**src/rtl/spim_pkg.sv**
```systemverilog
package spim_pkg;

    typedef enum logic [2:0] {
        ST_IDLE  = 3'd0,
        ST_LEAD  = 3'd1,
        ST_HIGH  = 3'd2,
        ST_LOW   = 3'd3,
        ST_TRAIL = 3'd4,
        ST_GAP   = 3'd5
    } eng_state_e;

endpackage

```
**src/rtl/spim_index_dec.sv**
```systemverilog
module spim_index_dec #(
    parameter int N_SEL  = 4,
    parameter int N_CLK  = 3,
    parameter int N_MOSI = 3,
    parameter int IDX_W  = 6
) (
    input  logic [IDX_W-1:0]  idx,
    output logic              in_range,
    output logic [N_SEL-1:0]  sel_oh,
    output logic [N_CLK-1:0]  clk_oh,
    output logic [N_MOSI-1:0] dat_oh
);
    localparam int N_DEV   = N_SEL * N_CLK * N_MOSI;
    localparam int PER_SEL = N_CLK * N_MOSI;

    int k;
    int s_i;
    int c_i;
    int m_i;

    always_comb begin
        k        = int'(idx);
        in_range = (k < N_DEV);
        s_i      = k / PER_SEL;
        c_i      = (k / N_MOSI) % N_CLK;
        m_i      = k % N_MOSI;
        for (int i = 0; i < N_SEL; i++)  sel_oh[i] = in_range && (s_i == i);
        for (int i = 0; i < N_CLK; i++)  clk_oh[i] = in_range && (c_i == i);
        for (int i = 0; i < N_MOSI; i++) dat_oh[i] = in_range && (m_i == i);
    end

endmodule

```
**src/rtl/spim_shift_eng.sv**
```systemverilog
module spim_shift_eng
    import spim_pkg::*;
#(
    parameter int MAX_BYTES = 4,
    parameter int HALF_DIV  = 2,
    parameter int CNT_W     = 3
) (
    input  logic                   clk,
    input  logic                   rst_n,
    input  logic                   start,
    input  logic                   req_ok,
    input  logic [CNT_W-1:0]       nbytes,
    input  logic [MAX_BYTES*8-1:0] tx_data,
    input  logic                   miso,
    output logic                   accept,
    output logic                   busy,
    output logic                   err,
    output logic                   cs_act,
    output logic                   sck,
    output logic                   mo,
    output logic [7:0]             rx_byte,
    output logic                   rx_valid,
    output logic                   done
);
    localparam int TX_W = MAX_BYTES * 8;
    localparam int HC_W = (2 * HALF_DIV > 1) ? $clog2(2 * HALF_DIV) : 1;
    localparam logic [HC_W-1:0] HC_HALF = HC_W'(HALF_DIV - 1);
    localparam logic [HC_W-1:0] HC_GAP  = HC_W'(2 * HALF_DIV - 1);

    typedef struct packed {
        eng_state_e       st;
        logic [HC_W-1:0]  hc;
        logic [2:0]       bi;
        logic [CNT_W-1:0] byi;
        logic [CNT_W-1:0] nb;
        logic [TX_W-1:0]  tx;
        logic [7:0]       rx;
        logic [7:0]       rxb;
        logic             cs;
        logic             sck;
        logic             mo;
        logic             rxv;
        logic             done;
        logic             err;
    } eng_t;

    eng_t q, d;
    logic [TX_W-1:0] tx_nx;

    always_comb begin
        d       = q;
        d.rxv   = 1'b0;
        d.done  = 1'b0;
        d.err   = 1'b0;
        tx_nx   = q.tx >> 8;
        case (q.st)
            ST_IDLE: begin
                if (start) begin
                    if (req_ok) begin
                        d.st  = ST_LEAD;
                        d.cs  = 1'b1;
                        d.hc  = '0;
                        d.tx  = tx_data;
                        d.mo  = tx_data[7];
                        d.bi  = '0;
                        d.byi = '0;
                        d.nb  = nbytes;
                    end else begin
                        d.err = 1'b1;
                    end
                end
            end
            ST_LEAD, ST_LOW: begin
                if (q.hc == HC_HALF) begin
                    d.st  = ST_HIGH;
                    d.hc  = '0;
                    d.sck = 1'b1;
                    d.rx  = {q.rx[6:0], miso};
                end else begin
                    d.hc = q.hc + 1'b1;
                end
            end
            ST_HIGH: begin
                if (q.hc == HC_HALF) begin
                    d.hc  = '0;
                    d.sck = 1'b0;
                    d.st  = ST_LOW;
                    if (q.bi == 3'd7) begin
                        d.rxv = 1'b1;
                        d.rxb = q.rx;
                        d.bi  = '0;
                        if (q.byi == q.nb - CNT_W'(1)) begin
                            d.st = ST_TRAIL;
                        end else begin
                            d.byi = q.byi + CNT_W'(1);
                            d.tx  = tx_nx;
                            d.mo  = tx_nx[7];
                        end
                    end else begin
                        d.bi = q.bi + 3'd1;
                        d.mo = q.tx[3'd6 - q.bi];
                    end
                end else begin
                    d.hc = q.hc + 1'b1;
                end
            end
            ST_TRAIL: begin
                if (q.hc == HC_HALF) begin
                    d.hc   = '0;
                    d.cs   = 1'b0;
                    d.done = 1'b1;
                    d.st   = ST_GAP;
                end else begin
                    d.hc = q.hc + 1'b1;
                end
            end
            ST_GAP: begin
                if (q.hc == HC_GAP) begin
                    d.hc = '0;
                    d.st = ST_IDLE;
                end else begin
                    d.hc = q.hc + 1'b1;
                end
            end
            default: d.st = ST_IDLE;
        endcase
    end

    always_ff @(posedge clk or negedge rst_n) begin
        if (!rst_n) q <= '0;
        else        q <= d;
    end

    assign accept   = (q.st == ST_IDLE) && start && req_ok;
    assign busy     = (q.st != ST_IDLE);
    assign err      = q.err;
    assign cs_act   = q.cs;
    assign sck      = q.sck;
    assign mo       = q.mo;
    assign rx_byte  = q.rxb;
    assign rx_valid = q.rxv;
    assign done     = q.done;

endmodule

```
**src/rtl/spim_matrix.sv**
```systemverilog
module spim_matrix #(
    parameter int N_SEL     = 4,
    parameter int N_CLK     = 3,
    parameter int N_MOSI    = 3,
    parameter int MAX_BYTES = 4,
    parameter int HALF_DIV  = 2,
    parameter bit NULL_ONES = 1'b0,
    localparam int N_DEV    = N_SEL * N_CLK * N_MOSI,
    localparam int IDX_W    = (N_DEV > 1) ? $clog2(N_DEV) : 1,
    localparam int CNT_W    = $clog2(MAX_BYTES + 1)
) (
    input  logic                   clk,
    input  logic                   rst_n,
    input  logic                   start,
    input  logic [IDX_W-1:0]       dev_idx,
    input  logic [CNT_W-1:0]       nbytes,
    input  logic [MAX_BYTES*8-1:0] tx_data,
    output logic                   busy,
    output logic                   err,
    output logic [7:0]             rx_byte,
    output logic                   rx_valid,
    output logic                   done,
    output logic [N_SEL-1:0]       cs_n,
    output logic [N_CLK-1:0]       sclk,
    output logic [N_MOSI-1:0]      mosi,
    input  logic                   miso
);
    localparam logic NULL_LVL = NULL_ONES;

    typedef struct packed {
        logic [N_SEL-1:0]  sel;
        logic [N_CLK-1:0]  ck;
        logic [N_MOSI-1:0] dat;
    } route_t;

    route_t route_d, route_q;

    logic              in_range;
    logic              req_ok;
    logic              accept;
    logic              cs_act;
    logic              sck;
    logic              mo;
    logic [N_SEL-1:0]  sel_oh;
    logic [N_CLK-1:0]  clk_oh;
    logic [N_MOSI-1:0] dat_oh;

    spim_index_dec #(
        .N_SEL (N_SEL),
        .N_CLK (N_CLK),
        .N_MOSI(N_MOSI),
        .IDX_W (IDX_W)
    ) u_dec (
        .idx     (dev_idx),
        .in_range(in_range),
        .sel_oh  (sel_oh),
        .clk_oh  (clk_oh),
        .dat_oh  (dat_oh)
    );

    assign req_ok = in_range && (nbytes != '0) && (nbytes <= CNT_W'(MAX_BYTES));

    spim_shift_eng #(
        .MAX_BYTES(MAX_BYTES),
        .HALF_DIV (HALF_DIV),
        .CNT_W    (CNT_W)
    ) u_eng (
        .clk     (clk),
        .rst_n   (rst_n),
        .start   (start),
        .req_ok  (req_ok),
        .nbytes  (nbytes),
        .tx_data (tx_data),
        .miso    (miso),
        .accept  (accept),
        .busy    (busy),
        .err     (err),
        .cs_act  (cs_act),
        .sck     (sck),
        .mo      (mo),
        .rx_byte (rx_byte),
        .rx_valid(rx_valid),
        .done    (done)
    );

    always_comb begin
        route_d = route_q;
        if (accept) begin
            route_d.sel = sel_oh;
            route_d.ck  = clk_oh;
            route_d.dat = dat_oh;
        end
    end

    always_ff @(posedge clk or negedge rst_n) begin
        if (!rst_n) route_q <= '0;
        else        route_q <= route_d;
    end

    for (genvar gs = 0; gs < N_SEL; gs++) begin : g_sel
        assign cs_n[gs] = !(cs_act && route_q.sel[gs]);
    end
    for (genvar gc = 0; gc < N_CLK; gc++) begin : g_clk
        assign sclk[gc] = sck && route_q.ck[gc];
    end
    for (genvar gm = 0; gm < N_MOSI; gm++) begin : g_dat
        assign mosi[gm] = (cs_act && route_q.dat[gm]) ? mo : NULL_LVL;
    end

endmodule

```
**config.mk**
```make
export PLATFORM = sky130hd
export DESIGN_NAME = spim_matrix
export DESIGN_NICKNAME = d
export VERILOG_FILES = /design/src/rtl/spim_pkg.sv /design/src/rtl/spim_index_dec.sv /design/src/rtl/spim_shift_eng.sv /design/src/rtl/spim_matrix.sv
export SDC_FILE = /design/constraint.sdc
export NUM_CORES = 1
export LEC_CHECK = 0
export BUFFER_PORTS_ARGS = -buffer_cell sky130_fd_sc_hd__buf_2
export CORE_AREA = 2 2 109 111
export DETAILED_ROUTE_END_ITERATION = 12
export DIE_AREA = 0 0 111 113
export GPL_ROUTABILITY_DRIVEN = 1
export HOLD_SLACK_MARGIN = 0.02
export SETUP_SLACK_MARGIN = 0.15
export SLEW_MARGIN = 20
export SYNTH_ARGS = -nofsm -noshare
export SYNTH_HDL_FRONTEND = slang
export SYNTH_SLANG_ARGS = --single-unit
```
**constraint.sdc**
```tcl
create_clock -name clk -period 6.05 [get_ports clk]
set_input_delay 0.605 -clock clk [delete_from_list [all_inputs] [get_ports clk]]
set_output_delay 0.605 -clock clk [all_outputs]
set_load 0.005 [all_outputs]
```
## Word-level counts from Yosys, hierarchy flattened

Cells that the tools add are included.

| storage, ports and cells | value |
|---|---|
| flip-flop bits (word level) | 78 |
| output and inout port bits | 22 |

| operators by class | value |
|---|---|
| $lt $le $gt $ge | 3 |
| reductions and logical operators | 50 |
| eq/ne operators | 25 |
| divide/modulo/power cells | 4 |
| add/subtract/negate cells | 5 |
| multiplexer cells | 45 |

Operator list:

| operator | count |
|---|---|
| == test 32 x 3 -> 1 bit (second input constant) | 4 |
| == test 32 x 2 -> 1 bit (second input constant) | 3 |
| logical NOT 32 bit | 3 |
| two-way mux 32 bit | 3 |
| two-way mux 46 bit | 2 |
| one-hot mux 32 bit (2 select lines) | 1 |
| divider 7 x 3 -> 32 bit (second input constant) | 1 |
| divider 7 x 5 -> 32 bit (second input constant) | 1 |
| remainder unit 32 x 3 -> 32 bit (second input constant) | 1 |
| remainder unit 7 x 3 -> 32 bit (second input constant) | 1 |
| two-way mux 3 bit | 10 |
| logical AND 1 bit | 24 |
| two-way mux 1 bit | 19 |
| one-hot mux 3 bit (5 select lines) | 1 |
| != test 2 x 1 -> 1 bit (second input constant) | 6 |
| one-hot mux 6 bit (2 select lines) | 1 |
| AND reduction 3 bit | 4 |
| AND reduction 6 bit | 2 |
| == test 3 bit (second input constant) | 3 |
| nonzero test 3 bit | 3 |
| AND reduction 4 bit | 2 |
| adder 3 x 1 -> 3 bit (second input constant) | 2 |
| == test 3 x 2 -> 1 bit (second input constant) | 2 |
| < comparator 3 x 6 -> 1 bit (second input constant) | 1 |
| 23 further kinds | 32 |

## Logic depth before layout (Yosys ltp)

Gate-level depths: netlist of run 1.

| depth | value |
|---|---|
| depth after elaboration | 6 |
| mapped depth | 28 |
| mapped depth without buffers | 24 |

## Hierarchy

Synthesis of run 1 repeated with hierarchy kept, for this count alone.

| unflattened totals | value |
|---|---|
| cell total of the unflattened synthesis | 601 |
| area total of the unflattened synthesis | 5331.4 um^2 |

Modules (own cells, without submodules):

| module | cells each | sequential area each (um^2) | instances | area an instance (um^2) |
|---|---|---|---|---|
| spim_shift_eng | 345 | 1701.6 | 1 | 3330.7 |
| spim_index_dec | 222 | 0.0 | 1 | 1560.2 |
| spim_matrix | 34 | 250.2 | 1 | 440.4 |

## Least setup slack after synthesis of run 1

No wires, ideal clock.

| timing | value |
|---|---|
| path kind | input to register |
| start point | in dev_idx[4] |
| end point | reg route_q[4] (netlist name) |
| setup slack | 0.505 ns |
| data arrival time | 5.417 ns |
| stages | 28 |
| cell sequence | buf_2 -> buf_2 -> clkbuf_1 -> ha_1 -> nand3b_1 -> nand3_1 -> o31ai_1 -> nor2_1 -> inv_1 -> ha_1 -> buf_1 -> nor2_1 -> nand3_2 -> a211oi_4 -> xnor2_1 -> ha_1 -> nor2_1 -> o21ai_2 -> nor2_4 -> inv_2 -> or3_1 -> nand2_1 -> inv_1 -> ha_1 -> nor4b_4 -> mux2i_1 -> a2bb2oi_1 -> a21oi_1 |

| on the way | value |
|---|---|
| cells in the longest elaborated chain, start to end | 4 |
| elaborated cells between the ends (all ways) | 8 |

RTL lines:

| what | RTL line | text |
|---|---|---|
| start, declared | spim_matrix.sv:15 | `input logic [IDX_W-1:0] dev_idx,` |
| divider 7 x 3 -> 32 bit or < comparator 6 bit (tied branches) | spim_index_dec.sv:25, spim_index_dec.sv:23 |  |
| remainder unit 32 x 3 -> 32 bit or logical AND 1 bit (tied branches) | spim_index_dec.sv:25, spim_matrix.sv:61 |  |
| == test 32 x 2 -> 1 bit or logical AND 1 bit (tied branches) | spim_index_dec.sv:28, spim_matrix.sv:61 |  |
| logical AND 1 bit (on tied branches) | spim_index_dec.sv:28, spim_shift_eng.sv:134 |  |
| end signal, assigned | spim_matrix.sv:97 | `else route_q <= route_d;` |
| end, declared | spim_matrix.sv:36 | `route_t route_d, route_q;` |

Several ways; a longest one is shown, not always the timed one.
A chain may end at the register's enable or synchronous reset.

## Final worst setup path of run 1

| timing | value |
|---|---|
| start point | in dev_idx[5] |
| end point | reg route_q[5] (netlist name) |

| on the way | value |
|---|---|
| cells in the longest elaborated chain, start to end | 4 |
| elaborated cells between the ends (all ways) | 8 |

RTL lines:

| what | RTL line |
|---|---|
| divider 7 x 3 -> 32 bit or < comparator 6 bit (tied branches) | spim_index_dec.sv:25, spim_index_dec.sv:23 |
| remainder unit 32 x 3 -> 32 bit or logical AND 1 bit (tied branches) | spim_index_dec.sv:25, spim_matrix.sv:61 |
| == test 32 x 3 -> 1 bit or logical AND 1 bit (tied branches) | spim_index_dec.sv:28, spim_matrix.sv:61 |
| logical AND 1 bit (on tied branches) | spim_index_dec.sv:28, spim_shift_eng.sv:134 |

Several ways; a longest one is shown, not always the timed one.

==> impl_metrics.yaml, run 1 <==
global_routing:
  gr-total-overflow: 0
  grt_pass1_vias: 3882
  grt_pass1_wl_um: 18300
  grt_max_degree: 79
  grtUsageTotal_pct: 17.9
  antenna_found_initial: 0
critical_path:
  arrival_ns: 5.67
  start_kind: "input port"
  end_kind: "register"
  r2r-end: "u_eng.q[39]$_DFFE_PN0P_"
  cp.required_ns: 6.29
  critPathKind: "in -> reg"
  crit_top_cell: "ha_1"
  crit_path_max_fanout: 25
  r2r_cells: 8
  r2r_start: "u_eng.q[66]$_DFFE_PN0P_"
  cp_slowest_stage_delay_ns: 0.48
  reg2reg_setup_slack_ns: 2.99
  slowest_stage: "nor4b_4"
  crit_start: "dev_idx[5]"
die:
  fp.dieArea_um2: 12500
  coreArea_um2: 11300
  rows: 39
  die_y_um: 113
  fp.dieW_um: 111
  ios: 67
  start_util_pct: 44.1
clock_network:
  clock_latency_ns: 0.34
  htree_num_levels: 3
  cts_hold_buf: 0
  cts_tree: "yes"
  clk_path_buf_depth: 2
  numClockSinks: 78
  clkSlewWorstSetupHoldPaths_ns: 0.06
  post_cts_resized: 0
  post_cts_buffers: 0
  root_buffer: "clkbuf_16"
  cts_made_buffers: 9
sta:
  maxSlewViolCount: 0
  fin_crit_sh_pct: 89.8
  min_period_ns: 5.43
  tns_ns: 0
  slew_headroom_pct: 28.2
  final.setup_skew_ns: 0.00732
  whs_ns: 0.426
  rsz0062_at_grt: "no"
  finalSetupViolations: 0
  final-hold-violation-count: 0
  worst_slew_pin_slew_ns: 1.08
  fmax_mhz: 184
finish:
  final_cell_mix: "nand2_1, dfrtp_1, buf_2"
  drive_gt1_share_pct: 20.3
  area_growth_pct: 13.4
  num-nets-final: 668
  diodes: 0
power:
  pwr-share-comb_pct: 41.5
  internal-power_mw: 1.49
  seqPwrFrac_pct: 35.6
  power_density_nw_per_um2: 425
  power.leakage_nw: 2.53
  power_frac_clock_pct: 22.9
  netSwitchingFraction_pct: 37.7
  vdd_drop_max_uv: 239
  switchingPower_mw: 0.903
  power_mw: 2.39
logic_synthesis:
  syn_inst: 565
  synth_top_area_share_pct: 39.3
  ys_types: 70
  synth_largest_area_cell: "dfrtp_1"
  yosysWarnings: 0
  syn_area_um2: 4970
  synth_flop_cell: "dfrtp_1"
  synth.net_count: 628
  synthArstFlopShare_pct: 100
  synthTopCellsByArea: "dfrtp_1, nand2_1, ha_1"
  synth-seq-cells: 78
  synth_area_per_cell_um2: 8.79
  synth_edf_count: 0
  seq_area_frac_synth_pct: 39.3
job:
  max_cap_violations: 0
drt:
  first_pass_iters: 5
  drt_iter0_drc: 262
  route.vias.total: 4210
  drc: 0
  ant_nets: 0
  wl_per_cell_um: 14.8
  viasPerCell: 5.59
  drt-total-wl_um: 11100
placed_design:
  numPortBuffers: 66
  hpwl_um: 8060
  gp_congestion: 0.890
outcome:
  status: "finished clean"
worst_hold_path:
  min_path_type: "in -> async"
[registers in the layout (all words and copies together) (netlist names)]
register        flops
route_q            10
u_eng.err           1
u_eng.rx_byte       8
u_eng.mo            1
u_eng.q            54
u_eng.sck           1
u_eng.cs_act        1
u_eng.done          1
u_eng.rx_valid      1
[power by group through the flow]
stage | clock (mW) | combinational, mW | sequential [mW]
after floorplan | 0 | 0.841 | 0.807
final | 0.548 | 0.993 | 0.852
after CTS | 0.559 | 0.999 | 0.851
after global routing | 0.586 | 1.13 | 0.878
after global placement | 0 | 0.977 | 0.851
after detailed placement | 0 | 0.996 | 0.858
[area by class of cell]
class,count,area (um^2)
clock buffer,12,256
multi-input combinational,423,2740
clock inverter,4,55.1
fill,1094,5640
tap,143,179
inverter,23,86.3
sequential,78,1950
timing repair buffer,70,365
[cells in the mapped netlist, types with 2 or more instances]
cell type and number:
o21ai_2 2, mux2_2 17, nor2b_1 11, o211ai_1 4, xor2_1 5, nand2b_1 9, mux2i_1 5, nor2_4 2
buf_2 7, clkbuf_1 21, o21ai_1 4, nand2_2 2, dfrtp_1 78, nand3_1 32, a31oi_1 32, nor3_1 11
a22o_1 10, o21ai_0 17, a21o_1 3, and3_1 4, o31ai_1 8, buf_4 8, ha_1 18, o21a_1 2
nand2_1 78, nand4_1 2, buf_1 4, a311oi_1 2, nor2_1 59, xnor2_1 9, o22ai_1 3, a2bb2oi_1 2
inv_1 22, a21oi_1 25, nand3b_1 4, o221ai_1 2, a211oi_1 3, mux4_2 2, o311a_1 2, and2_1 4
[through the flow]
stage	area (um^2)	utilization (%)	instances	worst slack [ns]
floorplan	4970	-	565	0.505
global placement	5310	47.1	737	0.489
detailed placement	5310	47.1	737	0.214
CTS	5620	49.9	753	0.585
global route	5630	50.0	753	0.156
finish	5630	50.0	753	0.616
[worst max path at each step]
| stage | slack, ns | endpoint | depth (start not counted) |
|---|---|---|---|
| after floorplan | 0.50 | route_q[4]$_DFFE_PN0P_ | 28 |
| after global placement | 0.49 | route_q[5]$_DFFE_PN0P_ | 25 |
| after detailed placement | 0.21 | route_q[5]$_DFFE_PN0P_ | 25 |
| after CTS | 0.58 | route_q[5]$_DFFE_PN0P_ | 25 |
| after global routing | 0.16 | route_q[5]$_DFFE_PN0P_ | 25 |
| final | 0.62 | route_q[5]$_DFFE_PN0P_ | 25 |
[metal layers]
metal	part of all wire [%]	routed length, um	up-vias	global-route usage [%]
li1	-	-	2078	-
met1	47	5200	2030	23.7
met2	48	5340	85	29.2
met3	3.4	381	17	3.48
met4	1.9	213	0	7.00
met5	0	0	-	0
[worst max-delay path: cells and delay by family]
kind	cells	cell delay, ns
fa+ha+maj	4	1.15
xor+xnor	1	0.17
compound gates	5	0.89
simple gates	11	2.39
buf+inv	4	0.47
[logic make-up after synthesis]
family	Yosys count	share of synthesized area (%)
compound gates	134	18.9
simple gates	230	22.4
buf+inv	64	5.77
mux	26	6.27
fa+ha+maj	18	4.53
flops	78	39.3
xor+xnor	15	2.80
(Power assumes the default switching activity.)
==> inputs of run 2 (changes only) <==
==> constraint.sdc (replaced) <==
create_clock -name clk -period 5.6 [get_ports clk]
set_input_delay 0.56 -clock clk [delete_from_list [all_inputs] [get_ports clk]]
set_output_delay 0.56 -clock clk [all_outputs]
set_load 0.005 [all_outputs]
==> impl_metrics.yaml, run 2 (synthesis gave the netlist of run 1 again) <==
outcome:
  status: "finished clean"
power:
  seqPwrFrac_pct: 34.7
  vdd_drop_max_uv: 244
  netSwitchingFraction_pct: 37.4
  pwr-share-comb_pct: 41.6
  power.leakage_nw: 2.57
  power_frac_clock_pct: 23.8
  internal-power_mw: 1.65
  power_density_nw_per_um2: 463
  switchingPower_mw: 0.990
sta:
  tns_ns: 0
  whs_ns: 0.248
  finalSetupViolations: 0
  maxSlewViolCount: 0
  setup_slack_ns: 0.601
  fin_crit_sh_pct: 89.3
  min_period_ns: 5.00
  final.setup_skew_ns: 0.00697
  final-hold-violation-count: 0
  rsz0062_at_grt: "no"
  slew_headroom_pct: 46.4
  fmax_mhz: 200
  worst_slew_pin_slew_ns: 0.799
critical_path:
  crit_start: "dev_idx[4]"
  r2r-end: "u_eng.q[35]$_DFFE_PN0P_"
  cp.required_ns: 5.84
  r2r_cells: 9
  crit_path_max_fanout: 17
  start_kind: "input port"
  reg2reg_setup_slack_ns: 2.83
  end_kind: "register"
  arrival_ns: 5.24
  r2r_start: "u_eng.q[67]$_DFFE_PN0P_"
  critPathKind: "in -> reg"
die:
  start_util_pct: 44.1
  fp.dieArea_um2: 12500
  fp.dieW_um: 111
  die_y_um: 113
  coreArea_um2: 11300
  rows: 39
  ios: 67
clock_network:
  post_cts_resized: 0
  clkSlewWorstSetupHoldPaths_ns: 0.06
  htree_num_levels: 3
  numClockSinks: 78
  cts_made_buffers: 9
  clock_latency_ns: 0.33
  root_buffer: "clkbuf_16"
  cts_tree: "yes"
  clk_path_buf_depth: 2
worst_hold_path:
  min_path_type: "in -> async"
drt:
  drc: 0
  route.vias.total: 4196
  drt-total-wl_um: 11300
  drt_iter0_drc: 293
  wl_per_cell_um: 14.9
  ant_nets: 0
  first_pass_iters: 4
  viasPerCell: 5.51
global_routing:
  gr-total-overflow: 0
  grtUsageTotal_pct: 18.7
  antenna_found_initial: 0
  grt_pass1_wl_um: 19400
  grt_max_degree: 79
  grt_pass1_vias: 4032
job:
  max_cap_violations: 0
finish:
  drive_gt1_share_pct: 21.8
  final_util_pct: 50.7
  largest_reg_flops: 54
  final_cell_mix: "nand2_1, dfrtp_1, buf_2"
  diodes: 0
  regMostFlops: "u_eng.q"
  num-nets-final: 676
  nFillCells: 1054
  area_growth_pct: 15.0
placed_design:
  hpwl_um: 8060
  numPortBuffers: 66
  gp_congestion: 0.894
  pre_cts_ws_ns: 0.101
==> run 2: cell types whose count changed in the layout (fill, tap and decap cells not counted), sizes merged <==
cell    before  now
buf         69   78
clkinv       2    1
inv         23   24
clkbuf      13   11
bufinv       1    2
==> run 2: final cells by class <==
type | count | area [um^2] | share of cell area (%)
multi-input cells | 423 | 2750 | 48.1
clock buffers | 11 | 243 | 4.25
flip-flops and latches | 78 | 1950 | 34.2
well taps | 143 | 179 | 3.13
clock inverters | 5 | 81.3 | 1.42
inverters | 23 | 86.3 | 1.51
repair buffers | 78 | 427 | 7.47
==> run 2: routing by layer <==
layer | vias to the layer above | GRT usage, % | routed length, um
met5 | - | 0 | 0
met4 | 0 | 6.67 | 217
met3 | 17 | 3.43 | 392
met2 | 71 | 29.6 | 5390
met1 | 2018 | 26.0 | 5320
li1 | 2090 | - | -
==> run 2: timing repair <==
action,4_1_cts,5_1_grt
hold endpoints to repair,0,0
setup endpoints to repair,0,3
hold buffers,0,0
setup buffers,0,3
==> run 2: worst max-delay path: stages <==
cell      delay (ns)
buf_2           0.20
ha_1            0.35
and4b_4         0.24
or3_4           0.38
o32ai_4         0.26
ha_1            0.41
inv_1           0.08
ha_1            0.33
nand2b_1        0.08
o22ai_1         0.36
nor3b_4         0.44
xor2_1          0.17
nand2_1         0.14
inv_1           0.05
ha_1            0.25
nor4b_4         0.42
nand2_1         0.10
o22a_1          0.19
o31ai_1         0.22
==> run 2: worst max-delay path by stage <==
stage / end / depth (start not counted)
2_1_floorplan: route_q[4]$_DFFE_PN0P_ / 28
3_3_place_gp: route_q[5]$_DFFE_PN0P_ / 25
3_5_place_dp: route_q[5]$_DFFE_PN0P_ / 25
4_1_cts: route_q[5]$_DFFE_PN0P_ / 25
5_1_grt: route_q[5]$_DFFE_PN0P_ / 25
6_report: route_q[5]$_DFFE_PN0P_ / 19
==> run 2: metrics by stage <==
step / instances / power, mW / area [um^2]
4_1_cts: 758 / 2.66 / 5690
3_3_place_gp: 742 / 1.99 / 5360
5_1_grt: 761 / 2.88 / 5710
3_5_place_dp: 742 / 2.02 / 5360
2_1_floorplan: 565 / 1.78 / 4980
6_report: 761 / 2.64 / 5710
==> run 2: power groups by stage <==
stage          sequential (mW)  clock (mW)  combinational (mW)
2_1_floorplan            0.871           0               0.911
3_3_place_gp             0.918           0                1.07
3_5_place_dp             0.923           0                1.10
4_1_cts                  0.915       0.643                1.10
5_1_grt                  0.949       0.665                1.26
6_report                 0.916       0.629                1.10
